File: config.mk
export PLATFORM = sky130hd
export DESIGN_NAME = wdt_feedlock
export DESIGN_NICKNAME = d
export VERILOG_FILES = /design/src/rtl/wdt_feedlock_pkg.sv /design/src/rtl/wdt_regs.sv /design/src/rtl/wdt_feed_seq.sv /design/src/rtl/wdt_countdown.sv /design/src/rtl/wdt_feedlock.sv
export SDC_FILE = /design/constraint.sdc
export NUM_CORES = 1
export LEC_CHECK = 0
export BUFFER_PORTS_ARGS = -buffer_cell sky130_fd_sc_hd__buf_4
export CAP_MARGIN = 20
export CORE_ASPECT_RATIO = 0.8
export CORE_MARGIN = 8
export CORE_UTILIZATION = 25
export CTS_CLUSTER_SIZE = 12
export DETAILED_ROUTE_END_ITERATION = 10
export HOLD_SLACK_MARGIN = 0.05
export PLACE_DENSITY = 0.53
export SETUP_SLACK_MARGIN = 0.05
export SYNTH_ARGS = -nofsm -noshare
export SYNTH_HDL_FRONTEND = slang
export SYNTH_SLANG_ARGS = --single-unit
File: constraint.sdc
create_clock -name clk_i -period 1.95 [get_ports clk_i]
set_input_delay 0.4875 -clock clk_i [delete_from_list [all_inputs] [get_ports clk_i]]
set_output_delay 0.4875 -clock clk_i [all_outputs]
set_load 0.02 [all_outputs]
File: src/rtl/wdt_feedlock_pkg.sv
package wdt_feedlock_pkg;
  localparam int unsigned DATA_W = 32;
  localparam int unsigned ADDR_W = 4;

  localparam logic [ADDR_W-1:0] OFS_CTRL  = 4'h0;
  localparam logic [ADDR_W-1:0] OFS_LOAD  = 4'h4;
  localparam logic [ADDR_W-1:0] OFS_FEED  = 4'h8;
  localparam logic [ADDR_W-1:0] OFS_COUNT = 4'hC;

  localparam logic [DATA_W-1:0] KEY_OPEN  = 32'h0000_00AA;
  localparam logic [DATA_W-1:0] KEY_CLOSE = 32'h0000_0055;

  localparam int unsigned CTRL_EN_BIT   = 0;
  localparam int unsigned CTRL_RST_BIT  = 1;
  localparam int unsigned CTRL_FLAG_BIT = 2;

  typedef enum logic {
    FEED_IDLE,
    FEED_OPEN
  } feed_state_e;
endpackage

File: src/rtl/wdt_regs.sv
module wdt_regs
  import wdt_feedlock_pkg::*;
#(
  parameter int unsigned CNT_W    = 24,
  parameter int unsigned LOAD_MIN = 255
) (
  input  logic              clk_i,
  input  logic              rst_ni,
  input  logic              req_i,
  input  logic              we_i,
  input  logic [ADDR_W-1:0] addr_i,
  input  logic [CNT_W-1:0]  wdata_i,
  input  logic [CNT_W-1:0]  count_i,
  input  logic              flag_i,
  output logic              en_o,
  output logic              rst_sel_o,
  output logic [CNT_W-1:0]  load_o,
  output logic              feed_wr_o,
  output logic              other_acc_o,
  output logic [DATA_W-1:0] rdata_o
);
  localparam logic [CNT_W-1:0] LOAD_FLOOR = CNT_W'(LOAD_MIN);

  logic             en_q, rst_sel_q;
  logic [CNT_W-1:0] load_q;
  logic             wr, hit_ctrl, hit_load, hit_feed;

  assign wr       = req_i & we_i;
  assign hit_ctrl = (addr_i == OFS_CTRL);
  assign hit_load = (addr_i == OFS_LOAD);
  assign hit_feed = (addr_i == OFS_FEED);

  assign feed_wr_o   = wr & hit_feed;
  assign other_acc_o = req_i & ~(we_i & hit_feed);

  always_ff @(posedge clk_i or negedge rst_ni) begin
    if (!rst_ni) begin
      en_q      <= 1'b0;
      rst_sel_q <= 1'b0;
      load_q    <= LOAD_FLOOR;
    end else if (wr) begin
      if (hit_ctrl) begin
        en_q      <= en_q | wdata_i[CTRL_EN_BIT];  // set-only
        rst_sel_q <= wdata_i[CTRL_RST_BIT];
      end
      if (hit_load) load_q <= (wdata_i < LOAD_FLOOR) ? LOAD_FLOOR : wdata_i;
    end
  end

  always_comb begin
    rdata_o = '0;
    unique case (addr_i)
      OFS_CTRL: begin
        rdata_o[CTRL_EN_BIT]   = en_q;
        rdata_o[CTRL_RST_BIT]  = rst_sel_q;
        rdata_o[CTRL_FLAG_BIT] = flag_i;
      end
      OFS_LOAD:  rdata_o = DATA_W'(load_q);
      OFS_COUNT: rdata_o = DATA_W'(count_i);
      default:   rdata_o = '0;
    endcase
  end

  assign en_o      = en_q;
  assign rst_sel_o = rst_sel_q;
  assign load_o    = load_q;

  assert_enable_sticky_R4 : assert property (@(posedge clk_i) disable iff (!rst_ni)
    en_q |=> en_q);
  assert_load_floor_R3 : assert property (@(posedge clk_i) disable iff (!rst_ni)
    load_q >= LOAD_FLOOR);
endmodule

File: src/rtl/wdt_feed_seq.sv
module wdt_feed_seq
  import wdt_feedlock_pkg::*;
(
  input  logic              clk_i,
  input  logic              rst_ni,
  input  logic              feed_wr_i,
  input  logic              other_acc_i,
  input  logic [DATA_W-1:0] wdata_i,
  output logic              feed_ok_o,
  output logic              feed_bad_o
);
  feed_state_e state_q, state_d;

  always_comb begin
    state_d    = state_q;
    feed_ok_o  = 1'b0;
    feed_bad_o = 1'b0;
    unique case (state_q)
      FEED_IDLE: if (feed_wr_i && wdata_i == KEY_OPEN) state_d = FEED_OPEN;
      FEED_OPEN: begin
        if (feed_wr_i) begin
          state_d = FEED_IDLE;
          if (wdata_i == KEY_CLOSE) feed_ok_o = 1'b1;
          else                      feed_bad_o = 1'b1;
        end else if (other_acc_i) begin
          state_d    = FEED_IDLE;  // split key
          feed_bad_o = 1'b1;
        end
      end
      default: state_d = FEED_IDLE;
    endcase
  end

  always_ff @(posedge clk_i or negedge rst_ni) begin
    if (!rst_ni) state_q <= FEED_IDLE;
    else         state_q <= state_d;
  end

  assert_feed_exclusive_R11 : assert property (@(posedge clk_i) disable iff (!rst_ni)
    $onehot0({feed_ok_o, feed_bad_o}));
  assert_close_needs_open_R5 : assert property (@(posedge clk_i) disable iff (!rst_ni)
    (feed_ok_o || feed_bad_o) |=> state_q == FEED_IDLE);
endmodule

File: src/rtl/wdt_countdown.sv
module wdt_countdown #(
  parameter int unsigned CNT_W    = 24,
  parameter int unsigned PRESCALE = 4,
  parameter int unsigned LOAD_MIN = 255
) (
  input  logic             clk_i,
  input  logic             rst_ni,
  input  logic             en_i,
  input  logic             feed_ok_i,
  input  logic [CNT_W-1:0] load_i,
  output logic [CNT_W-1:0] count_o,
  output logic             armed_o,
  output logic             expire_o,
  output logic             flag_o
);
  localparam int unsigned PRE_W = (PRESCALE > 1) ? $clog2(PRESCALE) : 1;
  localparam logic [PRE_W-1:0] PRE_LAST = PRE_W'(PRESCALE - 1);

  logic [CNT_W-1:0] count_q;
  logic [PRE_W-1:0] pre_q;
  logic             armed_q, flag_q, tick, reload;

  assign reload = feed_ok_i & en_i;

  generate
    if (PRESCALE > 1) begin : g_div
      assign tick = armed_q && (pre_q == PRE_LAST) && (count_q != '0);
    end else begin : g_nodiv
      assign tick = armed_q && (count_q != '0);
    end
  endgenerate

  assign expire_o = tick && (count_q == CNT_W'(1));

  always_ff @(posedge clk_i or negedge rst_ni) begin
    if (!rst_ni) begin
      count_q <= CNT_W'(LOAD_MIN);
      pre_q   <= '0;
      armed_q <= 1'b0;
      flag_q  <= 1'b0;
    end else begin
      if (reload) begin
        armed_q <= 1'b1;
        count_q <= load_i;
        pre_q   <= '0;
      end else if (armed_q) begin
        pre_q <= (pre_q == PRE_LAST) ? '0 : pre_q + 1'b1;
        if (tick) count_q <= count_q - 1'b1;
      end
      if (expire_o) flag_q <= 1'b1;
    end
  end

  assign count_o = count_q;
  assign armed_o = armed_q;
  assign flag_o  = flag_q;

  assert_armed_needs_enable_R7 : assert property (@(posedge clk_i) disable iff (!rst_ni)
    armed_q |-> en_i);
  assert_count_holds_R8 : assert property (@(posedge clk_i) disable iff (!rst_ni)
    (!feed_ok_i && (!armed_q || pre_q != PRE_LAST)) |=> $stable(count_q));
  assert_count_steps_R8 : assert property (@(posedge clk_i) disable iff (!rst_ni)
    (!feed_ok_i && armed_q && pre_q == PRE_LAST && count_q != '0)
      |=> count_q == $past(count_q) - 1'b1);
  assert_zero_parks_R9 : assert property (@(posedge clk_i) disable iff (!rst_ni)
    (!feed_ok_i && count_q == '0) |=> count_q == '0);
  assert_flag_sticky_R9 : assert property (@(posedge clk_i) disable iff (!rst_ni)
    flag_q |=> flag_q);
endmodule

File: src/rtl/wdt_feedlock.sv
module wdt_feedlock
  import wdt_feedlock_pkg::*;
#(
  parameter int unsigned CNT_W    = 24,
  parameter int unsigned PRESCALE = 4,
  parameter int unsigned LOAD_MIN = 255
) (
  input  logic              clk_i,
  input  logic              rst_ni,
  input  logic              req_i,
  input  logic              we_i,
  input  logic [ADDR_W-1:0] addr_i,
  input  logic [DATA_W-1:0] wdata_i,
  output logic [DATA_W-1:0] rdata_o,
  output logic              reset_req_o
);
  logic             en, rst_sel, feed_wr, other_acc, feed_ok, feed_bad;
  logic             armed, expire, flag, trip, reset_q;
  logic [CNT_W-1:0] load, count;

  wdt_regs #(.CNT_W(CNT_W), .LOAD_MIN(LOAD_MIN)) u_regs (
    .clk_i, .rst_ni, .req_i, .we_i, .addr_i,
    .wdata_i    (wdata_i[CNT_W-1:0]),
    .count_i    (count),
    .flag_i     (flag),
    .en_o       (en),
    .rst_sel_o  (rst_sel),
    .load_o     (load),
    .feed_wr_o  (feed_wr),
    .other_acc_o(other_acc),
    .rdata_o
  );

  wdt_feed_seq u_feed (
    .clk_i, .rst_ni,
    .feed_wr_i  (feed_wr),
    .other_acc_i(other_acc),
    .wdata_i,
    .feed_ok_o  (feed_ok),
    .feed_bad_o (feed_bad)
  );

  wdt_countdown #(.CNT_W(CNT_W), .PRESCALE(PRESCALE), .LOAD_MIN(LOAD_MIN)) u_cnt (
    .clk_i, .rst_ni,
    .en_i     (en),
    .feed_ok_i(feed_ok),
    .load_i   (load),
    .count_o  (count),
    .armed_o  (armed),
    .expire_o (expire),
    .flag_o   (flag)
  );

  assign trip = rst_sel & (expire | (feed_bad & armed));

  always_ff @(posedge clk_i or negedge rst_ni) begin
    if (!rst_ni) reset_q <= 1'b0;
    else         reset_q <= reset_q | trip;
  end

  assign reset_req_o = reset_q;

  assert_reset_sticky_R9 : assert property (@(posedge clk_i) disable iff (!rst_ni)
    reset_req_o |=> reset_req_o);
  assert_expiry_trips_R9 : assert property (@(posedge clk_i) disable iff (!rst_ni)
    (rst_sel && expire) |=> reset_req_o);
  assert_bad_feed_trips_R11 : assert property (@(posedge clk_i) disable iff (!rst_ni)
    (rst_sel && armed && feed_bad) |=> reset_req_o);
  assert_unarmed_no_trip_R13 : assert property (@(posedge clk_i) disable iff (!rst_ni)
    (!reset_req_o && !armed) |=> !reset_req_o);
  assert_no_select_no_trip_R10 : assert property (@(posedge clk_i) disable iff (!rst_ni)
    (!reset_req_o && !rst_sel) |=> !reset_req_o);
endmodule

==> metrics.txt, run 1 <==
outcome finished with violations; violations in the final reports setup timing; number of buffers added to fix hold violations after cts 0; clock tree from TritonCTS done; leading post-synthesis cells by instance count sky130_fd_sc_hd__dfrtp_1 (40), sky130_fd_sc_hd__nor2_1 (31), sky130_fd_sc_hd__a22o_1 (21), sky130_fd_sc_hd__mux2_2 (21), sky130_fd_sc_hd__a21oi_1 (20); remaining antenna violation count 0; Routed wire per std cell roughly 19 um; vias 3,187; synthesized flop and latch total 56; TritonCTS buffer count 5; Pins Over Slew Limit 0; post-route clock period utilization 110%; clock tree buffer depth 2; first-pass iteration count of the detailed router 4; Ports between 70 and 80; global routing usage on met3 ~2.5%; power density over the cells around 530 nW/um^2; global-route wire length before repair approximately 18,000 um; number of setup violations in the final report between 40 and 50; RR Startpoint u_cnt.count_o[5]; full die area around 17,000 um^2; largest cells by area after synthesis sky130_fd_sc_hd__dfrtp_1 (31%), sky130_fd_sc_hd__dfstp_2 (13%), sky130_fd_sc_hd__mux2_2 (7.3%), sky130_fd_sc_hd__a22o_1 (5.6%), sky130_fd_sc_hd__xor2_1 (4.0%); syn avg cell area around 10 um^2; global route hottest layer met2; Cells after Synth 321; worst ir drop on vdd around 510 uV; width of the die about 140 um; initial core utilization 25.5%; setup repair after global routing missed its margin true; die height 118 um; kind of launch point of the worst setup path input pin; Row Count 37; fraction of final layout cells with drive strength greater than 1 between 60% and 70%; number of standard cells in the layout, taps in and fillers out around 650; post-detailed-placement half-perimeter wirelength about 8200 um; number of antenna violations at the first check in global routing 0; clock edge transition at the registers on the reported setup and hold paths 0.08 ns; DR vias/cell 4.91; highest achievable clock rate 466 MHz; share of synthesized area occupied by flip-flops and latches between 40% and 50%; Global Route met2 Usage 20.3%; total grt overflow 0; post-layout utilization of the core roughly 45%; setup skew after layout around 0.007 ns; Worst Hold Class input pin to async pin; Clock Latency Late Sink approximately 0.29 ns; area of the core around 13,000 um^2; accumulated negative setup slack -3.95 ns; post-layout min period roughly 2.1 ns; Max Cap Viol 0; maximum number of pins on one net before global-route repair 36; total global-route track usage a little over an eighth; count of yosys warnings during synthesis 0; Cells after DPL 617; number of failing hold endpoints at the final stage 0; cell taking the most area after synthesis sky130_fd_sc_hd__dfrtp_1; arrival time at the worst endpoint approximately 1.7 ns; CTS root buffer sky130_fd_sc_hd__clkbuf_16; static leakage between 2 and 2.5 nW; portion of synthesized cell area occupied by the leading cell type 30.7%; number of fill cells between 1k and 1.5k; dominant cell by count in the synthesized netlist sky130_fd_sc_hd__dfrtp_1; count of clock tree sinks between 50 and 60; number of library cell types mapped by synthesis 50; post-place setup slack -0.480 ns; CP endpoint kind primary output; FFs w/ async S/R, synth 100%; count of port buffers added during placement between 60 and 70; crit path setup slack, layout -0.196 ns; Final Net Count a little over 500; final wirelength between 10,000 and 15,000 um; Top FF cell, synth sky130_fd_sc_hd__dfrtp_1; Critical Path Fanout Max 6; Global Route met1 Usage 19.1%; violation count after the first detailed-routing iteration a little under 200; H-tree lvl count 2; Post-route DRC 0; endpoint required time on the critical path between 1 and 1.5 ns; classification of the worst setup path input pin to primary output; critical path launch point addr_i[1]; flop2flop setup slack -0.01 ns; total standard cell area after synthesis roughly 3300 um^2; number of flops mapped to enable cells by yosys 0; post-synthesis to final-layout area growth 76.3%; number of global-route vias before repair 3,223; # diodes 0; routability cong. between 0.8 and 0.9
power breakdown:
group          switching [mW]  leakage [nW]  total (mW)  internal, mW
clock                   0.433        0.0814        1.04         0.605
combinational           0.196          1.69       0.518         0.322
sequential              0.179         0.622        1.49          1.31
final timing paths:
check,end,cells past startpoint
max,rdata_o[6],8
max reg2reg,u_cnt.count_o[12],5
min,u_cnt.count_o[17],1
min in group clk_i,u_regs.load_o[19],2
max in group asynchronous,u_cnt.count_o[1],2
min reg2reg,u_regs.en_o,1
per-layer routing:
layer / up-vias / share of wire, %
met5: - / 0
met4: 0 / 1.3
met3: 8 / 5.0
met2: 83 / 46
met1: 1598 / 47
li1: 1498 / -
stage by stage:
stage	power, mW	hold WS [ns]	instance area, um^2
after CTS	2.95	0.0989	5140
after global placement	1.86	0.413	4610
after floorplan	1.61	0.192	3450
final	3.04	0.103	5750
after global routing	3.17	0.111	5750
after detailed placement	1.87	0.419	4610
cell type report:
cell class,instances,area [um^2],area share (%)
repair buffers,165,1640,28.5
inverters,2,7.51,0.131
clock buffers,5,125,2.18
well taps,175,219,3.81
flip-flops and latches,56,1420,24.7
clock inverters,3,42.5,0.740
multi-input cells,243,2290,39.9
cells in the final DEF, fill, tap and decap left out, types with 11 or more instances in the layout:
master	instances
sky130_fd_sc_hd__mux2_4	16
sky130_fd_sc_hd__dfstp_2	16
sky130_fd_sc_hd__a21oi_2	16
sky130_fd_sc_hd__dfrtp_1	40
sky130_fd_sc_hd__clkbuf_16	11
sky130_fd_sc_hd__a22o_1	14
sky130_fd_sc_hd__nor3_1	11
sky130_fd_sc_hd__xor2_1	14
sky130_fd_sc_hd__nor2_4	19
sky130_fd_sc_hd__nor2_1	11
sky130_fd_sc_hd__buf_4	105
sky130_fd_sc_hd__buf_6	43
flip-flops by register name, indices dropped and copies added, names as in the netlist:
name	cells
reset_req_o	1
u_cnt.armed_o	1
u_cnt.count_o	24
u_cnt.flag_o	1
u_cnt.pre_q	2
u_feed.state_q	1
u_regs.en_o	1
u_regs.load_o	24
u_regs.rst_sel_o	1
what timing repair did:
action,CTS,global route
gates resized for setup,54,101
buffers inserted,10,5
cloned,2,8
endpoints found under the setup margin,57,73
pin swaps,24,20
cells by family (layout without fill, tap and decap cells):
logic type,Yosys count,after routing,synth area share [%]
compound gates,78,78,17.0
xor+xnor,17,17,4.57
fa+ha+maj,4,4,1.53
buf+inv,29,175,5.26
flops,56,56,43.6
mux,21,21,7.25
other cells,1,8,0.115
simple gates,115,115,20.7
critical path, stage by stage:
cell and delay [ns]:
sky130_fd_sc_hd__buf_8 0.10, sky130_fd_sc_hd__buf_6 0.11, sky130_fd_sc_hd__nor4b_4 0.30, sky130_fd_sc_hd__buf_6 0.16, sky130_fd_sc_hd__buf_12 0.13, sky130_fd_sc_hd__buf_12 0.11, sky130_fd_sc_hd__a22o_1 0.14, sky130_fd_sc_hd__buf_6 0.12
No activity file was read; power rests on OpenSTA's default activity.
==> run 2: changes to the inputs <==
- CTS_BUF_LIST: unset -> sky130_fd_sc_hd__clkbuf_2 sky130_fd_sc_hd__clkbuf_4 sky130_fd_sc_hd__clkbuf_8
- HOLD_SLACK_MARGIN: 0.05 -> 0.1
==> run 2 against run 1 <==
- power down 9.0%
- the run still ends with setup timing left
- sequential share of layout area up 0.61 points
- design area down 2.4%
- flip-flop and latch count unchanged
- via count up 1.6%
- highest routed layer unchanged
- core utilization down 1.1 points
==> metrics.txt, run 2 (same netlist as run 1, synthesis figures left out) <==
Row Count 37 (unchanged); Clock Latency Late Sink 0.32 ns (+0.03 ns); number of setup violations in the final report 44 (unchanged); count of port buffers added during placement 64 (unchanged); buffer and inverter count on the worst path 6 (unchanged); number of fill cells 1,229 (+0.99%); DR vias/cell 4.96 (+1.0%); post-layout utilization of the core 43.9% (-1.1 points); crit path setup slack, layout -0.190 ns (+0.00602 ns); Final Net Count 521 (+0.77%); Routed wire per std cell 18.5 um (-1.5%); post-place setup slack -0.480 ns (unchanged); routability cong. 0.816 (unchanged); endpoint required time on the critical path 1.46 ns (about the same); Worst Hold Class input pin to register; clock tree from TritonCTS done; clock edge transition at the registers on the reported setup and hold paths 0.11 ns (+0.03 ns); number of global-route vias before repair 3,231 (+0.25%); CP endpoint kind primary output; Global Route met1 Usage 19.1% (+0.024 points); first-pass iteration count of the detailed router 5 (+1); CP max-delay cell sky130_fd_sc_hd__nor4b_4; total global-route track usage 13.4% (+0.034 points); final wirelength 12,100 um (-0.91%); number of failing hold endpoints at the final stage 0 (unchanged); Max Cap Viol 0 (unchanged); Pins Over Slew Limit 0 (unchanged); number of cells on the worst reg-to-reg path 7 (+2); commonest cells after routing, fill and taps aside sky130_fd_sc_hd__buf_4 (115), sky130_fd_sc_hd__dfrtp_1 (40), sky130_fd_sc_hd__buf_6 (36), sky130_fd_sc_hd__a21oi_2 (18), sky130_fd_sc_hd__dfstp_2 (16); Ports 73 (unchanged); hold depth 2; CTS root buffer sky130_fd_sc_hd__clkbuf_8; post-route clock period utilization 110% (-0.31 points); Post-route DRC 0 (unchanged); TritonCTS buffer count 5 (unchanged); arrival time at the worst endpoint 1.65 ns (about the same); vias 3,239 (+1.6%); Critical Path Fanout Max 6 (unchanged); area of the core 12,800 um^2 (unchanged); count of clock tree sinks 56 (unchanged); delay contributed by the slowest stage of the critical path 0.30 ns (about the same); Levels on crit path 8 (unchanged); post-route worst hold slack 0.404 ns (+0.301 ns); Design Area, Final 5610 um^2 (-2.4%); classification of the worst setup path input pin to primary output; global route hottest layer met2; post-synthesis to final-layout area growth 72.1%; highest achievable clock rate 467 MHz (+0.28%); full die area 17,000 um^2 (unchanged); # diodes 0 (unchanged); cell area after placement 4610 um^2 (unchanged); global-route wire length before repair 17,900 um (about the same); power density over the cells 494 nW/um^2 (-6.7%); sequential cell area in the final layout 1420 um^2 (unchanged); setup repair after global routing missed its margin true; cell breakdown of the critical path buf_8 -> buf_6 -> nor4b_4 -> buf_6 -> buf_12 -> buf_12 -> a22o_1 -> buf_6; category of cells accounting for the largest share of critical-path delay buffers and inverters; number of antenna violations at the first check in global routing 0 (unchanged); width of the die 144 um (unchanged); H-tree lvl count 2 (unchanged); Pwr Total 2.77 mW (-9.0%); die height 118 um (unchanged); worst ir drop on vdd 278 uV (-46%); fraction of final layout cells with drive strength greater than 1 62.1% (+0.32 points); cell seen most often among critical-path stages sky130_fd_sc_hd__buf_6; Global Route met2 Usage 20.2% (-0.089 points); violation count after the first detailed-routing iteration 143 (-28%); outcome finished with violations; global routing usage on met3 2.70% (+0.24 points); setup skew after layout 0.00795 ns (+0.00106 ns); area occupied by multi-input gates 2200 um^2 (-3.8%); post-layout min period 2.14 ns (-0.00602 ns); commonest non-fill, non-tap cell in the layout sky130_fd_sc_hd__buf_4; total grt overflow 0 (unchanged); initial core utilization 25.5% (unchanged); post-detailed-placement half-perimeter wirelength 8210 um (unchanged); violations in the final reports setup timing; kind of launch point of the worst setup path input pin; remaining antenna violation count 0 (unchanged); clock tree buffer depth 2 (unchanged); maximum number of pins on one net before global-route repair 36 (unchanged); static leakage 2.36 nW (-1.3%)
[run 2: worst reg2reg max path, cell delays in order (launching register included)]
cell and delay (ns):
sky130_fd_sc_hd__dfrtp_1 0.40, sky130_fd_sc_hd__nor4_2 0.28, sky130_fd_sc_hd__buf_4 0.15, sky130_fd_sc_hd__nand4_1 0.18, sky130_fd_sc_hd__buf_6 0.20, sky130_fd_sc_hd__o211ai_1 0.37, sky130_fd_sc_hd__xor2_1 0.23, sky130_fd_sc_hd__a21oi_2 0.07
[run 2: repair_timing]
action                     CTS  global route
setup endpoints to repair   50            69
hold endpoints to repair     9             0
setup buffers               11             7
resized for setup           57            77
gates cloned                 2             8
hold buffers                 1             0
pin swaps                   25            23
[run 2: metal layers]
metal  up-vias  part of all wire, %  wire length (um)
li1       1506                    -                 -
met1      1608                   47              5650
met2       106                   45              5450
met3        19                  6.1               739
met4         0                  2.0               240
met5         -                    0                 0
[run 2: through the flow]
stage / setup TNS (ns) / cells
floorplan: -0.292 / 328
global placement: -20.90 / 617
detailed placement: -21.20 / 617
CTS: -3.53 / 639
global route: -6.89 / 653
finish: -3.96 / 653
[run 2: final cells by class]
class / instances / share of cell area [%]
multi-input cells: 243 / 39.3
clock buffers: 5 / 1.23
clock inverters: 3 / 0.758
well taps: 175 / 3.90
repair buffers: 169 / 29.3
inverters: 2 / 0.134
flip-flops and latches: 56 / 25.3
[run 2: final timing paths]
kind                                     end  slack [ns]               from
max                               rdata_o[6]       -0.19          addr_i[1]
min                        u_regs.load_o[19]        0.40        wdata_i[19]
max reg2reg                u_cnt.count_o[10]       -0.02  u_cnt.count_o[23]
min reg2reg                     u_cnt.flag_o        0.50       u_cnt.flag_o
max in group asynchronous   u_cnt.count_o[1]        0.76             rst_ni
min in group asynchronous  u_cnt.count_o[17]        0.62             rst_ni
[run 2: report_power, final]
group / internal, mW / total [mW] / switching, mW
clock network: 0.382 / 0.794 / 0.412
logic: 0.313 / 0.505 / 0.192
registers: 1.31 / 1.47 / 0.165
total: 2.00 / 2.77 / 0.769
